===== src/rtl/ring_loop_pkg.sv =====
`timescale 1ns/1ps
package ring_loop_pkg;

    // Sequencer states
    typedef enum logic [2:0] {
        S_REPEAT  = 3'd0,
        S_ARMED   = 3'd1,
        S_DRAIN   = 3'd2,
        S_SEND    = 3'd3,
        S_GOAHEAD = 3'd4
    } seq_state_e;

    // Externally visible status code
    typedef enum logic [1:0] {
        STAT_REPEAT = 2'b00,
        STAT_WAIT   = 2'b01,
        STAT_SEND   = 2'b10
    } loop_status_e;

    localparam logic [3:0] LOOP_MODE_CODE = 4'b1110;
    localparam int         TOKEN_LEN      = 8;
    // Oldest bit in the MSB: a 0 followed by seven 1s
    localparam logic [TOKEN_LEN-1:0] TOKEN_PATTERN = 8'b0111_1111;

endpackage


===== src/rtl/ring_loop_tokdet.sv =====
`timescale 1ns/1ps
module ring_loop_tokdet #(
    parameter int                  TOK_LEN = 8,
    parameter logic [TOK_LEN-1:0]  TOK_PAT = 8'b0111_1111
) (
    input  logic clk,
    input  logic rst_n,
    input  logic rx_bit,
    output logic tok_hit
);
    localparam int HIST_W = TOK_LEN - 1;

    typedef struct packed {
        logic [HIST_W-1:0] hist;
    } tokdet_s;

    tokdet_s cur_q, nxt_d;

    always_comb begin
        nxt_d      = cur_q;
        nxt_d.hist = {cur_q.hist[HIST_W-2:0], rx_bit};
        // The window ends with the bit arriving in this cycle
        tok_hit    = ({cur_q.hist, rx_bit} == TOK_PAT);
    end

    // History resets to ones so no token can be seen before a real 0 arrives
    always_ff @(posedge clk or negedge rst_n) begin
        if (!rst_n) cur_q <= '{hist: '1};
        else        cur_q <= nxt_d;
    end

endmodule


===== src/rtl/ring_loop_dline.sv =====
`timescale 1ns/1ps
module ring_loop_dline #(
    parameter int DELAY = 2
) (
    input  logic clk,
    input  logic rst_n,
    input  logic in_bit,
    input  logic zero_in,
    input  logic ovr_en,
    input  logic ovr_bit,
    output logic out_bit
);
    typedef struct packed {
        logic [DELAY-1:0] stage;
    } dline_s;

    dline_s cur_q, nxt_d;

    always_comb begin
        nxt_d          = cur_q;
        nxt_d.stage[0] = zero_in ? 1'b0 : in_bit;
        for (int i = 1; i < DELAY; i++) begin
            nxt_d.stage[i] = cur_q.stage[i-1];
        end
        // The last stage is the line driver; local data enters there
        if (ovr_en) nxt_d.stage[DELAY-1] = ovr_bit;
    end

    always_ff @(posedge clk or negedge rst_n) begin
        if (!rst_n) cur_q <= '{stage: '1};
        else        cur_q <= nxt_d;
    end

    assign out_bit = cur_q.stage[DELAY-1];

endmodule


===== src/rtl/ring_loop_seq.sv =====
`timescale 1ns/1ps
module ring_loop_seq
    import ring_loop_pkg::*;
#(
    parameter int DELAY = 2
) (
    input  logic       clk,
    input  logic       rst_n,
    input  logic [3:0] mode_code,
    input  logic       tx_en,
    input  logic       frame_ready,
    input  logic       tok_hit,
    input  logic       loc_bit,
    input  logic       loc_last,
    output logic       capture,
    output logic       ovr_en,
    output logic       ovr_bit,
    output logic       loc_req,
    output logic [1:0] status
);
    localparam int CNT_W      = $clog2(DELAY + TOKEN_LEN);
    localparam int DRAIN_INIT = (DELAY > 1) ? DELAY - 2 : 0;
    localparam logic [CNT_W-1:0] GA_LAST = CNT_W'(TOKEN_LEN - 1);

    typedef struct packed {
        seq_state_e       state;
        logic [CNT_W-1:0] cnt;
    } seq_s;

    seq_s cur_q, nxt_d;
    logic go;
    logic [TOKEN_LEN-1:0] ga_shift;

    always_comb begin
        nxt_d    = cur_q;
        capture  = 1'b0;
        ovr_en   = 1'b0;
        ovr_bit  = 1'b1;
        loc_req  = 1'b0;
        go       = (mode_code == LOOP_MODE_CODE) && tx_en && frame_ready;
        ga_shift = TOKEN_PATTERN << cur_q.cnt;

        unique case (cur_q.state)
            S_REPEAT: begin
                if (go) nxt_d.state = S_ARMED;
            end
            S_ARMED: begin
                if (!go) begin
                    nxt_d.state = S_REPEAT;
                end else if (tok_hit) begin
                    capture = 1'b1;
                    if (DELAY == 1) begin
                        nxt_d.state = S_SEND;
                    end else begin
                        nxt_d.state = S_DRAIN;
                        nxt_d.cnt   = CNT_W'(DRAIN_INIT);
                    end
                end
            end
            S_DRAIN: begin
                // Let the substituted flag bit reach the line driver
                if (cur_q.cnt == '0) nxt_d.state = S_SEND;
                else                 nxt_d.cnt   = cur_q.cnt - CNT_W'(1);
            end
            S_SEND: begin
                ovr_en  = 1'b1;
                ovr_bit = loc_bit;
                loc_req = 1'b1;
                if (loc_last) begin
                    nxt_d.state = S_GOAHEAD;
                    nxt_d.cnt   = '0;
                end
            end
            S_GOAHEAD: begin
                ovr_en  = 1'b1;
                ovr_bit = ga_shift[TOKEN_LEN-1];
                if (cur_q.cnt == GA_LAST) nxt_d.state = S_REPEAT;
                else                      nxt_d.cnt   = cur_q.cnt + CNT_W'(1);
            end
            default: nxt_d.state = S_REPEAT;
        endcase

        unique case (cur_q.state)
            S_REPEAT: status = STAT_REPEAT;
            S_ARMED:  status = STAT_WAIT;
            default:  status = STAT_SEND;
        endcase
    end

    always_ff @(posedge clk or negedge rst_n) begin
        if (!rst_n) cur_q <= '{state: S_REPEAT, cnt: '0};
        else        cur_q <= nxt_d;
    end

endmodule


===== src/rtl/ring_loop_tx.sv =====
`timescale 1ns/1ps
module ring_loop_tx
    import ring_loop_pkg::*;
#(
    parameter int DELAY = 2
) (
    input  logic       clk,
    input  logic       rst_n,
    input  logic [3:0] mode_code,
    input  logic       tx_en,
    input  logic       frame_ready,
    input  logic       rx_bit,
    input  logic       loc_bit,
    input  logic       loc_last,
    output logic       loc_req,
    output logic       tx_out,
    output logic [1:0] status
);
    logic tok_hit;
    logic capture;
    logic ovr_en;
    logic ovr_bit;

    ring_loop_tokdet #(
        .TOK_LEN (TOKEN_LEN),
        .TOK_PAT (TOKEN_PATTERN)
    ) tokdet_i (
        .clk     (clk),
        .rst_n   (rst_n),
        .rx_bit  (rx_bit),
        .tok_hit (tok_hit)
    );

    ring_loop_seq #(
        .DELAY (DELAY)
    ) seq_i (
        .clk         (clk),
        .rst_n       (rst_n),
        .mode_code   (mode_code),
        .tx_en       (tx_en),
        .frame_ready (frame_ready),
        .tok_hit     (tok_hit),
        .loc_bit     (loc_bit),
        .loc_last    (loc_last),
        .capture     (capture),
        .ovr_en      (ovr_en),
        .ovr_bit     (ovr_bit),
        .loc_req     (loc_req),
        .status      (status)
    );

    ring_loop_dline #(
        .DELAY (DELAY)
    ) dline_i (
        .clk     (clk),
        .rst_n   (rst_n),
        .in_bit  (rx_bit),
        .zero_in (capture),
        .ovr_en  (ovr_en),
        .ovr_bit (ovr_bit),
        .out_bit (tx_out)
    );

endmodule


===== config.mk =====
export PLATFORM = sky130hd
export DESIGN_NAME = ring_loop_tx
export DESIGN_NICKNAME = d
export VERILOG_FILES = /design/src/rtl/ring_loop_pkg.sv /design/src/rtl/ring_loop_tokdet.sv /design/src/rtl/ring_loop_dline.sv /design/src/rtl/ring_loop_seq.sv /design/src/rtl/ring_loop_tx.sv
export SDC_FILE = /design/constraint.sdc
export NUM_CORES = 1
export LEC_CHECK = 0
export BUFFER_PORTS_ARGS = -buffer_cell sky130_fd_sc_hd__buf_2
export CAP_MARGIN = 30
export CORE_MARGIN = 2
export CORE_UTILIZATION = 48
export CTS_CLUSTER_SIZE = 8
export DETAILED_ROUTE_END_ITERATION = 10
export PLACE_DENSITY = 0.73
export SKIP_CTS_REPAIR_TIMING = 1
export SLEW_MARGIN = 20
export SYNTH_ARGS = -nofsm -noshare
export SYNTH_HDL_FRONTEND = slang
export SYNTH_HIERARCHICAL = 1
export SYNTH_SLANG_ARGS = --single-unit

===== constraint.sdc =====
create_clock -name clk -period 2.3 [get_ports clk]
set_clock_uncertainty 0.2 [all_clocks]
set_input_delay 0.345 -clock clk [delete_from_list [all_inputs] [get_ports clk]]
set_output_delay 0.345 -clock clk [all_outputs]
set_load 0.01 [all_outputs]

# == Word level (Yosys, flattened, before mapping) ==
# Cells that the tools add are included.
# totals
register_bits,16
latchBits,0
ram_bits,0
mem_bits_ro,0
input_bits,11
output_inout_bits,4
word_cells,51
n_memories,0
# classes
addsub,2
multipliers,0
div,0
n_lt_le_gt_ge,0
n_eq_ne,16
shifts,1
mux,20
bitwise,0
n_reduce_logical,8
# op_table
operator,count
case mux 4 bit (4 select lines),1
case mux 3 bit (5 select lines),1
2-to-1 mux 7 bit,2
2-to-1 mux 3 bit,4
2-to-1 mux 4 bit,3
"inequality test 2 x 1 -> 1 bit, second input constant",5
"equality test 8 x 7 -> 1 bit, second input constant",1
"left shift 7 x 4 -> 8 bit, first input constant",1
2-to-1 mux 1 bit,7
"equality test 3 x 2 -> 1 bit, second input constant",2
"inequality test 2 bit, second input constant",3
AND reduction 6 bit,1
AND reduction 5 bit,1
"adder 4 x 1 -> 4 bit, second input constant",1
"equality test 4 x 3 -> 1 bit, second input constant",1
"equality test 4 bit, second input constant",1
logical NOT 4 bit,1
case mux 2 bit (2 select lines),1
nonzero test 4 bit,1
"subtractor 4 x 1 -> 4 bit, second input constant",1
"equality test 3 x 1 -> 1 bit, second input constant",1
"equality test 3 bit, second input constant",1
logical NOT 3 bit,1
"inequality test 3 x 2 -> 1 bit, second input constant",1
other kinds (3),4

# == Longest topological paths before layout ==
# logic_depth
ltp_word,6
depth_mapped,9
ltp_nobuf,8

# == Modules after synthesis ==
# The synthesis kept the hierarchy.
# by_module_without_submodules
mod,n_inst,cells_per_inst,area_each_um2,seq_area_each_um2
ring_loop_seq,1,74,591.8,175.2
ring_loop_tokdet,1,10,202.7,183.9
ring_loop_dline,1,4,73.8,52.6

# == Least setup slack after synthesis ==
# OpenSTA, ideal clock, no wires.
# synth_path
path_kind,register to register
startpoint,register seq_i/cur_q[5] in the netlist's numbering
endpoint,register seq_i/cur_q[3] in the netlist's numbering
setup_ns,0.083
arrival_ns,1.930
required_ns,2.017
setup_slack_ns,0.087
stages_incl_launch_ff,10
n_path_buf,1
period_less_slack_ns,2.213
cell_sequence,dfrtp_1 -> buf_6 -> nor3b_4 -> inv_2 -> ha_1 -> nand3_1 -> a21oi_2 -> a31oi_1 -> or4_1 -> o22ai_1
# synth_via
elab_chain_len,3
word_cells_on_any_way,12
classes_between,9 x eq/ne; 1 x mux; 2 x reduce/logical
# synth_rtl
element,line_no,text
"start, declared",ring_loop_seq.sv:30,"seq_s cur_q, nxt_d;"
"start signal, assigned",ring_loop_seq.sv:91,"if (!rst_n) cur_q <= '{state: S_REPEAT, cnt: '0};"
"start signal, assigned",ring_loop_seq.sv:92,else cur_q <= nxt_d;
"equality test 3 x 1 -> 1 bit, or another cell as far along",ring_loop_seq.sv:43,unique case (cur_q.state)
"inequality test 2 x 1 -> 1 bit (no line), or another cell as far along",--,
AND reduction 6 bit (no line),--,
# Parallel ways exist; a longest one is shown, timed or not.
# A chain may end at the register's enable or synchronous reset.

# == Worst setup path after layout ==
# layout_path
startpoint,register seq_i/cur_q[4] in the netlist's numbering
endpoint,register seq_i/cur_q[3] in the netlist's numbering
# The elaborated chain is that of the path after synthesis.

==> results.sh <==
export IMPL_status="complete, no violations"
export IMPL_synth_compound_area_share_pct=14.3
export IMPL_critPathSlowestCell="dfrtp_1"
export IMPL_ys_top_cells_by_area="dfstp_2 (27%), dfrtp_1 (20%), nand2_1 (5.2%), nand4b_1 (4.0%), nor2_1 (3.0%)"
export IMPL_coreArea_mm2=0.00171
export IMPL_nets=122
export IMPL_yosys_area_share_simple_pct=22.9
export IMPL_worstPathArrival_ps=2200
export IMPL_die_h_um=46.5
export IMPL_leakagePower_nw=0.441
export IMPL_utilization_pct=59.8
export IMPL_clkSlewWorstSetupHoldPaths_ps=100
export IMPL_antenna_left=0
export IMPL_maxCapViolCount=0
export IMPL_placed_cell_area_um2=965
export IMPL_synthesis_area_um2=868
export IMPL_start_util_pct=50.8
export IMPL_design_area_mm2=0.00102
export IMPL_critPathRequiredTime_ps=2310
export IMPL_async_flop_share_pct=100
export IMPL_totalPowerFinal_mw=0.990
export IMPL_drive_gt1_share_pct=34.3
export IMPL_grt_pass1_wl_um=2470
export IMPL_netlist_top_cells_count="nand2_1 (12), dfstp_2 (9), dfrtp_1 (7), nor2_1 (7)"
export IMPL_gp_congestion=0.798
export IMPL_cts_htree_levels=1
export IMPL_regArea_um2=412
export IMPL_timing_rr_end="seq_i/cur_q[3]"
export IMPL_hold_viol=0
export IMPL_nFillCells=150
export IMPL_slowest_delay_ps=420
export IMPL_drt_total_wl_um=1620
export IMPL_grt_util_all_layers_pct=16.8
export IMPL_synthAdderAreaFrac_pct=2.88
export IMPL_numPortBuffers=14
export IMPL_drt_pre_antenna_iters=4
export IMPL_dp_hpwl_um=1230
export IMPL_cts_tree="yes"
export IMPL_cp_end_kind="flip-flop"
export IMPL_cp_cell_sequence="nor3b_4 > inv_2 > ha_1 > nand3_1 > a21oi_2 > a31oi_1 > or4_1 > o22ai_1"
export IMPL_die_w_um=46.5
export IMPL_vdd_drop_max_uv=478
export IMPL_slew_headroom_pct=61.3
export IMPL_synth_area_per_cell_um2=9.87
export IMPL_synth_top_family_by_area="simple AND/OR/NAND/NOR gates"
export IMPL_routedWlPerCell_um=12.2
export IMPL_path_class="reg -> reg"
export IMPL_synthToLayoutAreaGrowth_pct=17.6
export IMPL_drcViolationCount=0
export IMPL_reg2regPathDepth=8
export IMPL_min_path_type="reg -> reg"
export IMPL_synth_cell_types=35
export IMPL_crit_start="seq_i/cur_q[4]"
export IMPL_clk_latency_ps=290
export IMPL_numCtsBuffers=3
export IMPL_synth_area_mux_share_pct=2.88
export IMPL_numClockSinks=16
export IMPL_multi_input_area_um2=399
export IMPL_num_rows=15
export IMPL_crit_path_end="seq_i/cur_q[3]"
export IMPL_antenna_cells=0
export IMPL_setup_worst_path_start_class="flip-flop"
export IMPL_finalSetupViolCount=0
export IMPL_period_share_pct=95.3
export IMPL_synth_seq_cells=16
export IMPL_synth_seq_area_share_pct=47.4
export IMPL_period_minus_slack_ps=2190
export IMPL_viasPerCell=5.38
export IMPL_synth_xor_area_share_pct=3.03
export IMPL_synth_edf_count=0
export IMPL_synth_net_count=101
export IMPL_r2r_setup_slack_ps=110
export IMPL_cp_max_fo=5
export IMPL_synthCells=88
export IMPL_yosysWarnings=6
export IMPL_cts_path_max_buffers=2
export IMPL_worstReg2RegStart="seq_i/cur_q[4]"
export IMPL_slew_violations=0
export IMPL_hold_path_startpoint="tokdet_i/cur_q[5]"
export IMPL_yosys_cell_count_top_type="nand2_1"
export IMPL_yosysTopAreaCell="dfstp_2"
export IMPL_routed_via_count=716
export IMPL_grt_pass1_vias=581
export IMPL_powerDensity_mw_per_mm2=969
export IMPL_grt_max_degree=17
export IMPL_root_buffer="clkbuf_4"
export IMPL_design_portCount=15
export IMPL_rsz0062_at_grt="no"
export IMPL_yosysTopAreaCellShare_pct=27.2
export IMPL_ys_flop_type="dfstp_2"
export IMPL_overflow=0
export IMPL_fmax_ghz=0.456
export IMPL_drt_iter0_markers=19
export IMPL_antenna_found_initial=0
export IMPL_worst_pin_slew_ps=581
export IMPL_finalSetupTns_ps=0
export IMPL_fp_dieArea_mm2=0.00217
-- metrics by stage --
stage	hold slack (ps)	instances	setup WS (ps)
detailed placement	70.7	127	147
CTS	-243	131	125
global placement	63.4	127	213
global route	174	133	19.6
floorplan	-151	88	87.4
finish	169	133	109
-- worst min path at each step --
stage | endpoint | slack [ps] | cells past startpoint
after floorplan | seq_i/cur_q[0] | -150 | 0
after global placement | seq_i/cur_q[3] | 60 | 1
after detailed placement | seq_i/cur_q[3] | 70 | 1
after CTS | seq_i/cur_q[3] | -240 | 1
after global routing | tokdet_i/cur_q[6] | 170 | 0
final | tokdet_i/cur_q[6] | 170 | 0
-- critical path, delay by kind of cell (launching register included) --
family	cells	cell delay [ps]
simple gates	3	730
flops	1	420
compound gates	3	360
buf+inv	1	90
fa+ha+maj	1	320
-- where the power goes --
group          switching, mW  internal (mW)
clock network         0.0882         0.0963
logic                  0.225          0.195
registers             0.0464          0.339
total                  0.360          0.630
-- flip-flops by register name, summed over array words and instances (netlist names) --
register        flops
dline_i/cur_q       2
seq_i/cur_q         7
tokdet_i/cur_q      7
-- area by class of cell --
cell class,instances,share of cell area (%)
well taps,25,3.06
flip-flops and latches,16,40.3
clock buffers,4,3.55
repair buffers,20,11.8
inverters,6,2.21
multi-input cells,62,39.1
-- logic make-up after synthesis --
kind of cell               Yosys count
and+or+nand+nor                     36
AOI/OAI and AO/OA                   19
DFF                                 16
buffers and inverters               10
xor gates and xnor gates             3
muxes                                2
adders and majority gates            2
-- metal layers --
layer	up-vias	wire, µm	global-route usage, %
met1	333	754	23.2
met3	4	89	2.35
li1	348	-	-
met4	0	36	10.3
met5	-	0	0
met2	31	737	24.4
-- placed cells by master, fill, tap and decap left out, drive strengths merged --
cell type    Yosys  layout
a21bo            1       1
nor4             2       2
o21a             1       1
a31oi            2       2
or4              2       2
o22ai            2       2
nor3b            1       1
dlygate4sd3      0       2
dfrtp            7       7
nor3             2       2
nand3            1       1
nand2b           1       1
mux2i            1       1
buf              3      18
o21ai            5       5
inv              6       6
a21oi            4       4
mux2             1       1
a32oi            1       1
o211ai           1       1
ha               2       2
nor2b            1       1
a21o             1       1
xnor2            3       3
dfstp            9       9
nand4b           4       4
nor2             7       7
or2              2       2
a22o             1       1
nand2           12      12
clkbuf           1       4
nand4            1       1
(Power assumes the default switching activity.)
